===== src/rtl/irq_pkg.sv =====
package irq_pkg;
  typedef enum logic {
    EDGE_RISE = 1'b0,
    EDGE_FALL = 1'b1
  } edge_pol_e;
endpackage


===== src/rtl/irq_edge_det.sv =====
module irq_edge_det #(
  parameter int N = 5
) (
  input  logic         clk,
  input  logic         rst_n,
  input  logic [N-1:0] pin,
  input  logic [N-1:0] pol,
  output logic [N-1:0] edge_o
);
  import irq_pkg::*;

  logic [N-1:0] pin_q;

  always_ff @(posedge clk or negedge rst_n) begin
    if (!rst_n) pin_q <= '0;
    else        pin_q <= pin;
  end

  for (genvar g = 0; g < N; g++) begin : g_pin
    logic rise, fall;
    assign rise = pin[g] & ~pin_q[g];
    assign fall = ~pin[g] & pin_q[g];
    assign edge_o[g] = (edge_pol_e'(pol[g]) == EDGE_FALL) ? fall : rise;
  end
endmodule


===== src/rtl/irq_flag_reg.sv =====
module irq_flag_reg #(
  parameter int N = 8
) (
  input  logic         clk,
  input  logic         rst_n,
  input  logic         cyc_start,
  input  logic [N-1:0] evt,
  input  logic [N-1:0] clr,
  output logic [N-1:0] pend
);
  logic [N-1:0] raw_q, raw_d;
  logic [N-1:0] pend_q, pend_d;
  logic [N-1:0] capt;

  always_comb begin
    capt   = raw_q | evt;
    raw_d  = cyc_start ? '0 : capt;
    pend_d = (pend_q & ~clr) | (cyc_start ? capt : '0);
  end

  always_ff @(posedge clk or negedge rst_n) begin
    if (!rst_n) begin
      raw_q  <= '0;
      pend_q <= '0;
    end else begin
      raw_q  <= raw_d;
      pend_q <= pend_d;
    end
  end

  assign pend = pend_q;


  no_midcycle_set_chk: assert property (@(posedge clk) disable iff (!rst_n)
    !$past(cyc_start) |-> ((pend_q & ~$past(pend_q)) == '0));


  hold_until_clr_chk: assert property (@(posedge clk) disable iff (!rst_n)
    (($past(pend_q) & ~$past(clr) & ~pend_q) == '0));
endmodule


===== src/rtl/irq_arbiter.sv =====
module irq_arbiter #(
  parameter int N      = 8,
  parameter int PRIO_W = 3,
  parameter int IDX_W  = 3
) (
  input  logic [N-1:0]        cand,
  input  logic [N*PRIO_W-1:0] prio,
  input  logic [PRIO_W-1:0]   cur_lvl,
  output logic                req,
  output logic [IDX_W-1:0]    idx,
  output logic [PRIO_W-1:0]   lvl
);
  logic [PRIO_W-1:0] best_lvl;
  logic [IDX_W-1:0]  best_idx;

  always_comb begin
    best_lvl = '0;
    best_idx = '0;
    for (int i = 0; i < N; i++) begin
      if (cand[i] && (prio[i*PRIO_W +: PRIO_W] > best_lvl)) begin
        best_lvl = prio[i*PRIO_W +: PRIO_W];
        best_idx = IDX_W'(i);
      end
    end
    req = (best_lvl > cur_lvl);
    idx = req ? best_idx : '0;
    lvl = req ? best_lvl : '0;
  end
endmodule


===== src/rtl/irq_prio_ctrl.sv =====
module irq_prio_ctrl #(
  parameter int NUM_EXT  = 5,
  parameter int NUM_INT  = 3,
  parameter int PRIO_W   = 3,
  parameter int VEC_W    = 16,
  parameter int DEF_BASE = 4,
  localparam int NUM_SRC  = NUM_EXT + NUM_INT,
  localparam int IDX_W    = (NUM_SRC > 1) ? $clog2(NUM_SRC) : 1,
  localparam int ALT_BASE = DEF_BASE + 2 * NUM_SRC
) (
  input  logic                      clk,
  input  logic                      rst_n,
  input  logic                      cyc_start,
  input  logic [NUM_EXT-1:0]        ext_pin,
  input  logic [NUM_EXT-1:0]        ext_pol,
  input  logic [NUM_INT-1:0]        int_evt,
  input  logic [NUM_SRC-1:0]        flag_clr,
  input  logic [NUM_SRC-1:0]        src_en,
  input  logic [NUM_SRC*PRIO_W-1:0] src_prio,
  input  logic [PRIO_W-1:0]         cpu_ipl,
  input  logic                      alt_tbl,
  input  logic                      core_sleep,
  input  logic                      core_idle,
  output logic                      irq_req,
  output logic [IDX_W-1:0]          irq_src,
  output logic [PRIO_W-1:0]         irq_ipl,
  output logic [VEC_W-1:0]          irq_vec,
  output logic                      wake
);
  logic [1:0]         rst_sync_q;
  logic               rst_n_s;
  logic [NUM_EXT-1:0] ext_edge;
  logic [NUM_SRC-1:0] evt_all;
  logic [NUM_SRC-1:0] pend;
  logic [VEC_W-1:0]   base;

  always_ff @(posedge clk or negedge rst_n) begin
    if (!rst_n) rst_sync_q <= 2'b00;
    else        rst_sync_q <= {rst_sync_q[0], 1'b1};
  end
  assign rst_n_s = rst_sync_q[1];

  irq_edge_det #(.N(NUM_EXT)) u_edge (
    .clk    (clk),
    .rst_n  (rst_n_s),
    .pin    (ext_pin),
    .pol    (ext_pol),
    .edge_o (ext_edge)
  );

  assign evt_all = {int_evt, ext_edge};

  irq_flag_reg #(.N(NUM_SRC)) u_flags (
    .clk       (clk),
    .rst_n     (rst_n_s),
    .cyc_start (cyc_start),
    .evt       (evt_all),
    .clr       (flag_clr),
    .pend      (pend)
  );

  irq_arbiter #(.N(NUM_SRC), .PRIO_W(PRIO_W), .IDX_W(IDX_W)) u_arb (
    .cand    (pend & src_en),
    .prio    (src_prio),
    .cur_lvl (cpu_ipl),
    .req     (irq_req),
    .idx     (irq_src),
    .lvl     (irq_ipl)
  );

  assign base    = alt_tbl ? VEC_W'(ALT_BASE) : VEC_W'(DEF_BASE);
  assign irq_vec = irq_req ? (base + (VEC_W'(irq_src) << 1)) : '0;
  assign wake    = irq_req & (core_sleep | core_idle);


  above_running_chk: assert property (@(posedge clk) disable iff (!rst_n_s)
    irq_req |-> (irq_ipl > cpu_ipl));


  winner_enabled_chk: assert property (@(posedge clk) disable iff (!rst_n_s)
    irq_req |-> (src_en[irq_src] && pend[irq_src]));


  quiet_outputs_chk: assert property (@(posedge clk) disable iff (!rst_n_s)
    !irq_req |-> (irq_src == '0 && irq_ipl == '0 && irq_vec == '0));


  wake_needs_req_chk: assert property (@(posedge clk) disable iff (!rst_n_s)
    wake |-> irq_req);


  vec_in_tables_chk: assert property (@(posedge clk) disable iff (!rst_n_s)
    irq_req |-> (irq_vec >= VEC_W'(DEF_BASE) && irq_vec < VEC_W'(DEF_BASE + 4 * NUM_SRC)));
endmodule


===== config.mk =====
export PLATFORM = sky130hd
export DESIGN_NAME = irq_prio_ctrl
export DESIGN_NICKNAME = d
export VERILOG_FILES = /design/src/rtl/irq_pkg.sv /design/src/rtl/irq_edge_det.sv /design/src/rtl/irq_flag_reg.sv /design/src/rtl/irq_arbiter.sv /design/src/rtl/irq_prio_ctrl.sv
export SDC_FILE = /design/constraint.sdc
export NUM_CORES = 1
export LEC_CHECK = 0
export BUFFER_PORTS_ARGS = -buffer_cell sky130_fd_sc_hd__buf_2
export CORE_MARGIN = 2
export CORE_UTILIZATION = 40
export CTS_CLUSTER_SIZE = 14
export DETAILED_ROUTE_END_ITERATION = 7
export GPL_TIMING_DRIVEN = 0
export PLACE_DENSITY = 0.79
export SETUP_SLACK_MARGIN = 0.5
export SLEW_MARGIN = 20
export SYNTH_ARGS = -nofsm -noshare
export SYNTH_HDL_FRONTEND = slang
export SYNTH_SLANG_ARGS = --single-unit
export TNS_END_PERCENT = 100

===== constraint.sdc =====
create_clock -name clk -period 23.3 [get_ports clk]
set_clock_uncertainty 0.15 [all_clocks]
set_input_delay 1.165 -clock clk [delete_from_list [all_inputs] [get_ports clk]]
set_output_delay 1.165 -clock clk [all_outputs]
set_load 0.02 [all_outputs]

== Word-level counts from Yosys, hierarchy flattened ==
Cells that the tools add are included.
W data, S select, Z words.

* Reductions and logical operators: 8
* Bitwise gates (word level): 27
* Magnitude comparators: 9
* $add $sub $neg: 1
* Multiplexer cells: 26

{| class="wikitable"
|+ Operator list
! kind !! number
|-
| $mux W3 || 14
|-
| $gt A3 B3 Y1 || 8
|-
| $and A8 B8 Y8 || 2
|-
| $mux W8 || 2
|-
| $or A8 B8 Y8 || 2
|-
| $and A1 B1 Y1 || 11
|-
| $not A1 Y1 || 10
|-
| $logic_and A1 B1 Y1 || 8
|-
| $not A8 Y8 || 1
|-
| $add A5 B4 Y6 || 1
|-
| $mux W1 || 6
|-
| $mux W6 || 1
|-
| $mux W5 || 1
|-
| $mux W2 || 2
|-
| $gt A3 B1 Y1 const B || 1
|-
| $or A1 B1 Y1 || 1
|}

* Bits in registers: 23
* Output and inout bits: 24
* Input port bits: 62
* Logic and storage cells: 75

== Longest topological paths before layout ==
Gate-level depths: netlist of the first run.

* Depth after elaboration: 28
* Mapped depth: 60
* Mapped depth without buffers: 59

== Cells and area by module ==
From an unflattened synthesis of the first run, not the netlist that was laid out.

* Cell total of the unflattened synthesis: 285
* Area total of the unflattened synthesis: 2311.0 sq um

{| class="wikitable"
|+ By module, submodules not included
! module !! seq. area each (sq um) !! times used !! cells each !! area an instance (sq um)
|-
| irq_arbiter || 0.0 || 1 || 177 || 1226.2
|-
| irq_flag_reg || 400.4 || 1 || 57 || 596.8
|-
| irq_prio_ctrl || 50.0 || 1 || 31 || 254.0
|-
| irq_edge_det || 125.1 || 1 || 20 || 234.0
|}

== Worst setup path before layout of the first run ==
No wires, ideal clock.

* Path type: input-to-output
* Start: input port src_prio[2]
* End: output port irq_vec[1]
* Path slack: 10.517 ns
* Arrival time: 11.468 ns
* Cell stages on the path: 55
* Path buffers: 1
* Data required time: 21.985 ns
* Cell sequence: nand3_1 > ha_1 > nor2_2 > a31oi_4 > nand2_1 > mux2_2 > ha_1 > nor4_2 > a221oi_1 > or4b_4 > mux2i_4 > inv_1 > ha_1 > nor2_1 > nor2_1 > nor4_1 > a21o_1 > o211ai_1 > [19 not listed] > a21oi_1 > a311oi_1 > mux2_2 > ha_1 > o21ai_0 > nand2b_1 > and4_1 > nor2_1 > a21oi_1 > ha_1 > nor2b_1 > o21ai_0 > inv_1 > o21ai_1 > inv_1 > nand2_1 > o31ai_1 > buf_4

* Cells in the longest elaborated chain, start to end: 28
* Elaborated cells between the ends (all ways): 35
* Classes of those cells: 1 x add/sub; 9 x order compare; 17 x mux; 8 x reduce/logical

{| class="wikitable"
|+ Ends and longest elaborated chain
! what !! line !! text
|-
| start: declaration || irq_prio_ctrl.sv:19 || <nowiki>input logic [NUM_SRC*PRIO_W-1:0] src_prio,</nowiki>
|-
| $gt A3 B1 Y1 || irq_arbiter.sv:20 || <nowiki>if (cand[i] && (prio[i*PRIO_W +: PRIO_W] > best_lvl)) begin</nowiki>
|-
| $logic_and A1 B1 Y1 || irq_arbiter.sv:20 ||
|-
| $mux W3 * || irq_arbiter.sv:20 ||
|-
| $gt A3 B3 Y1 || irq_arbiter.sv:20 ||
|-
| $logic_and A1 B1 Y1 || irq_arbiter.sv:20 ||
|-
| $mux W3 * || irq_arbiter.sv:20 ||
|-
| $gt A3 B3 Y1 || irq_arbiter.sv:20 ||
|-
| $logic_and A1 B1 Y1 || irq_arbiter.sv:20 ||
|-
| [14 not listed] || n/a ||
|-
| $logic_and A1 B1 Y1 || irq_arbiter.sv:20 ||
|-
| $mux W3 * || irq_arbiter.sv:20 ||
|-
| $gt A3 B3 Y1 * || irq_arbiter.sv:25 || <nowiki>req = (best_lvl > cur_lvl);</nowiki>
|-
| net irq_req || irq_prio_ctrl.sv:24 || <nowiki>output logic irq_req,</nowiki>
|-
| $mux W3 * || irq_arbiter.sv:26 || <nowiki>idx = req ? best_idx : '0;</nowiki>
|-
| net irq_src[0] || irq_prio_ctrl.sv:25 || <nowiki>output logic [IDX_W-1:0] irq_src,</nowiki>
|-
| $add A5 B4 Y6 * || irq_prio_ctrl.sv:72 || <nowiki>assign irq_vec = irq_req ? (base + (VEC_W'(irq_src) << 1)) : '0;</nowiki>
|-
| $mux W6 * || irq_prio_ctrl.sv:72 ||
|-
| end: declaration || irq_prio_ctrl.sv:27 || <nowiki>output logic [VEC_W-1:0] irq_vec,</nowiki>
|}

The timed path passes the listed nets; every way through them passes the cells marked *.

== Final worst setup path of the first run ==
* Start: input port src_en[0]
* End: output port irq_vec[1]

* Cells in the longest elaborated chain, start to end: 28
* Elaborated cells between the ends (all ways): 35
* Classes of those cells: 1 x add/sub; 8 x order compare; 17 x mux; 1 x bitwise; 8 x reduce/logical

{| class="wikitable"
|+ Ends and longest elaborated chain
! what !! line !! text
|-
| start: declaration || irq_prio_ctrl.sv:18 || <nowiki>input logic [NUM_SRC-1:0] src_en,</nowiki>
|-
| $and A8 B8 Y8 * || irq_prio_ctrl.sv:63 || <nowiki>.cand (pend & src_en),</nowiki>
|-
| $logic_and A1 B1 Y1 * || irq_arbiter.sv:20 ||
|-
| $mux W3 * || irq_arbiter.sv:20 ||
|-
| $gt A3 B3 Y1 || irq_arbiter.sv:20 ||
|-
| $logic_and A1 B1 Y1 || irq_arbiter.sv:20 ||
|-
| $mux W3 || irq_arbiter.sv:20 ||
|-
| $gt A3 B3 Y1 || irq_arbiter.sv:20 ||
|-
| $logic_and A1 B1 Y1 || irq_arbiter.sv:20 ||
|-
| [12 not listed] || n/a ||
|-
| $mux W3 || irq_arbiter.sv:20 ||
|-
| $gt A3 B3 Y1 || irq_arbiter.sv:20 ||
|-
| $logic_and A1 B1 Y1 || irq_arbiter.sv:20 ||
|-
| $mux W3 || irq_arbiter.sv:20 ||
|-
| $gt A3 B3 Y1 || irq_arbiter.sv:25 ||
|-
| $mux W3 || irq_arbiter.sv:26 ||
|-
| $add A5 B4 Y6 || irq_prio_ctrl.sv:72 ||
|-
| $mux W6 * || irq_prio_ctrl.sv:72 ||
|}

Mark *: on every way between the ends. The rest lies on a longest branch, timed or not.

==> results of run 1 <==
metrics by stage:
| stage | cell area (um^2) | setup WS (ns) | hold slack, ns | util [%] | cells |
|---|---|---|---|---|---|
| after global placement | 2590 | 9.51 | 0.184 | 51.1 | 413 |
| final | 2640 | 9.17 | 0.185 | 51.9 | 417 |
| after CTS | 2640 | 9.18 | 0.212 | 51.9 | 417 |
| after detailed placement | 2590 | 9.23 | 0.187 | 51.1 | 413 |
| after global routing | 2640 | 7.95 | 0.222 | 51.9 | 417 |
| after floorplan | 2140 | 10.52 | 0.117 | - | 270 |
power breakdown:
| part | internal (uW) | switching, uW | total [uW] | leakage, uW |
|---|---|---|---|---|
| logic | 33.7 | 49.9 | 83.6 | 0.00108 |
| registers | 43.1 | 2.41 | 45.5 | 0.000283 |
| clock network | 12.2 | 11.7 | 23.9 | 0.0000228 |
| total | 89.0 | 64.0 | 153 | 0.00139 |
cell families after synthesis:
group | Yosys count | share of synthesized area [%]
AOI/OAI and AO/OA | 67 | 23.2
muxes | 6 | 3.63
xor gates and xnor gates | 1 | 0.417
other | 2 | 0.357
adders and majority gates | 17 | 10.0
DFF | 23 | 27.4
buffers and inverters | 39 | 9.11
and+or+nand+nor | 105 | 25.9
registers in the layout, summed over array words and instances (netlist names):
register and flops:
u_flags.pend 8, rst_sync_q 2, u_flags.raw_q 8, u_edge.pin_q 5
worst max-delay path: cells and delay by family:
kind                     cells  cell delay, ns
AO/OA/AOI/OAI               19            4.01
adder cells (fa/ha/maj)      9            2.65
AND/OR/NAND/NOR             20            3.56
multiplexers                 3            0.66
buffers and inverters        7            0.77
synth_stat cells (4+ instances only):
master   number  share of area [%]
nand2_1      21                3.8
ha_1         16                9.5
and3_1        4                1.2
nand3_1      11                2.6
and3b_1       5                2.1
o21ai_0       6                1.4
o22ai_1      12                3.6
buf_4        12                4.3
a21oi_1      14                3.3
inv_1        26                4.6
dfrtp_1      23                 27
nor3_1       11                2.6
a21o_1        4                1.4
nor3b_1       7                2.5
nor2_1       29                5.2
layer usage:
metal  vias up  routed length [um]  global-route usage (%)
li1       1097                   -                       -
met3         9                 251                    1.90
met2        55                2420                    32.0
met1       969                2150                    20.6
met5         -                   0                       0
met4         0                  85                    6.18
cell usage in the layout, fill, tap and decap left out, types with 4 or more instances in the layout:
cell type	netlist	layout
buf_2	0	73
nor2_1	29	29
inv_1	26	26
dfrtp_1	23	23
nand2_1	21	21
ha_1	16	16
a21oi_1	14	14
o22ai_1	12	12
buf_4	12	12
conb_1	2	12
nand3_1	11	11
nor3_1	11	11
nor3b_1	7	7
o21ai_0	6	6
and3b_1	5	5
a21o_1	4	4
and3_1	4	4
how the worst max path moves through the flow:
| stage | slack [ns] | endpoint | depth (start not counted) | startpoint |
|---|---|---|---|---|
| 3_3_place_gp | 9.51 | irq_vec[1] | 56 | src_en[0] |
| 2_1_floorplan | 10.52 | irq_vec[1] | 55 | src_prio[2] |
| 3_5_place_dp | 9.23 | irq_vec[1] | 58 | src_en[0] |
| 6_report | 9.17 | irq_vec[1] | 58 | src_en[0] |
| 4_1_cts | 9.18 | irq_vec[1] | 58 | src_en[0] |
| 5_1_grt | 7.95 | irq_vec[1] | 58 | src_en[0] |
area by class of cell:
type / instances / area share, %
Multi-Input combinational cell: 208 / 52.0
Sequential cell: 23 / 21.8
Timing Repair Buffer: 73 / 13.9
Inverter: 26 / 3.70
Buffer: 13 / 3.56
Tap cell: 70 / 3.32
Clock buffer: 4 / 1.71
==> metrics.txt, run 1 <==
post-DR vias/cell=5.11; RSZ-0062 raised after global routing=false; DRC viols=0; top-level I/O count=86; via count=2130; Total GRT Usage=17.3%; most frequent cell on the critical path=ha_1; hold crit path type=reg2async; CTS Buffer Depth=2; Final HPWL DP=4.20 mm; Tcrit/Tclk final=60.7%; Cell Pwr Density=58.1 nW/um^2; max cap viols=0; Primary FF master, synth=dfrtp_1; number of global-route vias before repair=2136; CTS Buf Count=3; post-synthesis sequential area ratio=27.4%; Clock Sinks=23; Critical Path AT=12.82 ns; Post-synth ARST share=100%; crit path kind=in2out; first-pass GRT wire length=8.67 mm; Critical Path RT=21.99 ns; Synth cell types=55; drt total wl=4.91 mm; Reg-to-Reg Start=u_edge.pin_q[0]$_DFF_PN0_; DR iter-0 viols=116; worst-margin pin slew=0.851 ns; H-tree lvl count=1; largest net degree at the start of global routing=22; Starting Density=41.4%; Port Buffer Count=73; # hold bufs at CTS=0; first-pass iteration count of the detailed router=4; Die H=76.5 um; Reg area=576 um^2; top achievable clock speed=70.8 MHz; R2R setup slack=22.06 ns; Final ANT Viol Nets=0; final hold vios=0; grt ovf=0; Period minus WS final=14.13 ns; global placement routability congestion=0.864; Setup TNS=0 ns; Final #Nets=426; Final setup violation count=0; yosys warns=0; slowest cell delay on critical path=0.67 ns; register bit count reported by yosys=23; antenna violations before repair=0; run status=complete, no violations; cells resized by post-CTS repair=0; overall power=153 uW; Syn-to-layout area delta=25.5%; Multi-input gate area=1370 um^2; Core Rows=26; chip width=76.5 um; Final Max Tran Viols=0; Post-CTS Setup Inserts=0; Slew HR=42.9%; share of layout cells above drive strength 1=30.0%; routed len/inst=11.8 um; R2R cell count=3; CTS tree=built; endpoint class of the critical path=output pin; cell count after synthesis=260; clock slew seen by the registers of the worst setup and hold paths=0.07 ns; Peak VDD IR=38.3 uV; Max FO, Critical Path=9; syn avg cell area=8.08 um^2; Synth Cell Area=2100 um^2; die area=5850 um^2; startpoint types=primary input; CORE AREA=5070 um^2; worst-skew pair later-pin latency=0.26 ns; Filler Cells Inserted=528; EDFF count, synth=0; diode count=0; Pleak=0.00139 uW; Critical R2R Capture=u_flags.pend[0]$_DFF_PN0_; root buf cell=clkbuf_8; Worst path slowest cell=a311oi_1
No activity file was read; power rests on OpenSTA's default activity.
==> run 2, diff against run 1 <==
clock period = 13.4 ns   (was 23.3 ns; I/O delays follow)
==> run 2 against run 1 <==
  * Combinational power up 88%
  * Total power is 82% higher
  * Sequential share of layout area is 0.75 points lower
  * Critical path type unchanged
  * Sequential power up 74%
  * Routed wire length increased by 2.2%
  * Highest routed layer unchanged
  * Sequential cell count unchanged
  * Largest power group unchanged
==> metrics.txt, run 2 (synthesis gave the netlist of run 1 again) <==
Setup TNS=0 ns; DR iter-0 viols=91; via count=2159; most frequent cell on the critical path=ha_1; Final Max Tran Viols=0; max cap viols=0; final core utilization=53.8%; CORE AREA=5070 um^2; Multi-input gate area=1440 um^2; clock slew seen by the registers of the worst setup and hold paths=0.07 ns; global placement routability congestion=0.864; placed cell count=413; first-pass iteration count of the detailed router=4; worst-skew pair later-pin latency=0.26 ns; Final HPWL DP=4.20 mm; top-level I/O count=86; Non-Filler Instances=420; Port Buffer Count=73; Syn-to-layout area delta=30.0%; post-DR vias/cell=5.14; antenna violations before repair=0; root buf cell=clkbuf_8; share of layout cells above drive strength 1=33.1%; Total GRT Usage=17.4%; endpoint class of the critical path=output pin; Slew HR=46.7%; Final #Nets=429; Tcrit/Tclk final=89.2%; Max FO, Critical Path=7; Starting Density=41.4%; top achievable clock speed=83.7 MHz; drt total wl=5.02 mm; die area=5850 um^2; hold crit path type=in2async; Peak VDD IR=67.6 uV; Worst path slowest cell=or4b_4; CTS tree=built; number of global-route vias before repair=2139; Die H=76.5 um; commonest non-fill, non-tap cell in the layout=buf_2; diode count=0; startpoint types=primary input; Reg area=576 um^2; CTS Buffer Depth=2; grt ovf=0; chip width=76.5 um; routed len/inst=12.0 um; Filler Cells Inserted=511; Critical Path AT=11.13 ns; Cell Pwr Density=102 nW/um^2; largest net degree at the start of global routing=22; Final setup violation count=0; Final ANT Viol Nets=0; Period minus WS final=11.95 ns; slowest cell delay on critical path=0.54 ns; Core Rows=26; commonest non-fill, non-tap cells in the layout=73 x buf_2, 27 x nor2_1, 26 x inv_1; Pleak=0.00141 uW; first-pass GRT wire length=8.72 mm; crit path kind=in2out; CTS Buf Count=3; RSZ-0062 raised after global routing=false; DRC viols=0; Clock Sinks=23; run status=complete, no violations; final hold vios=0; H-tree lvl count=1; Critical Path RT=12.58 ns; worst-margin pin slew=0.799 ns
==> run 2: changes by cell type in the layout (fill, tap and decap cells not counted), sizes merged <==
cell	delta
buf	+3
==> run 2: worst max-delay path, delay by kind of cell <==
family / cells / cell delay, ns
and+or+nand+nor: 21 / 3.51
AOI/OAI and AO/OA: 19 / 3.13
adders and majority gates: 9 / 2.44
buffers and inverters: 7 / 0.73
muxes: 3 / 0.65
==> run 2: path summary, 6_finish.rpt <==
check	end	from	slack [ns]	depth (start not counted)
hold / removal	rst_sync_q[0]$_DFF_PN0_	rst_n	0.03	1
hold reg to reg	u_flags.raw_q[3]$_DFF_PN0_	rst_sync_q[1]$_DFF_PN0_	0.19	0
max in group asynchronous	u_flags.pend[7]$_DFF_PN0_	rst_sync_q[1]$_DFF_PN0_	12.42	0
setup / recovery	irq_vec[1]	src_prio[0]	1.45	59
min in group clk	rst_sync_q[1]$_DFF_PN0_	rst_sync_q[0]$_DFF_PN0_	0.21	0
setup reg to reg	u_flags.pend[0]$_DFF_PN0_	u_edge.pin_q[0]$_DFF_PN0_	12.16	3
==> run 2: layer usage <==
| layer | global-route usage (%) | part of all wire (%) | up-vias |
|---|---|---|---|
| met5 | 0 | 0 | - |
| met2 | 32.0 | 49 | 69 |
| met4 | 6.18 | 1.8 | 0 |
| li1 | - | - | 1102 |
| met3 | 1.90 | 5.4 | 9 |
| met1 | 20.9 | 44 | 979 |
==> run 2: final cells by class <==
cell class / instances / share of cell area (%)
repair buffers: 76 / 14.2
flip-flops and latches: 23 / 21.1
inverters: 26 / 3.57
plain buffers: 13 / 3.44
clock buffers: 4 / 1.65
multi-input cells: 208 / 52.8
well taps: 70 / 3.21
==> run 2: repair_timing <==
item                                   4_1_cts  5_1_grt
setup endpoints to repair                    7       13
hold buffers                                 0        0
endpoints found under the hold margin        0        0
cloned                                       0        0
pin swaps                                    0        2
setup buffers                                0        3
resized for setup                            1       12
==> run 2: through the flow <==
stage                     setup slack, ns  hold WS (ns)  power, uW  instance area (um^2)
after global placement              0.600         0.184        221                  2590
after CTS                           0.557        0.0199        270                  2640
after global routing                0.480        0.0113        301                  2730
after floorplan                      1.61         0.117        184                  2140
final                                1.45        0.0266        278                  2730
after detailed placement            0.322         0.187        226                  2590
==> run 2: report_power, final <==
| group | internal (uW) | switching [uW] | total [uW] |
|---|---|---|---|
| sequential | 75.0 | 4.24 | 79.2 |
| combinational | 64.3 | 92.8 | 157 |
| clock | 21.2 | 20.3 | 41.5 |
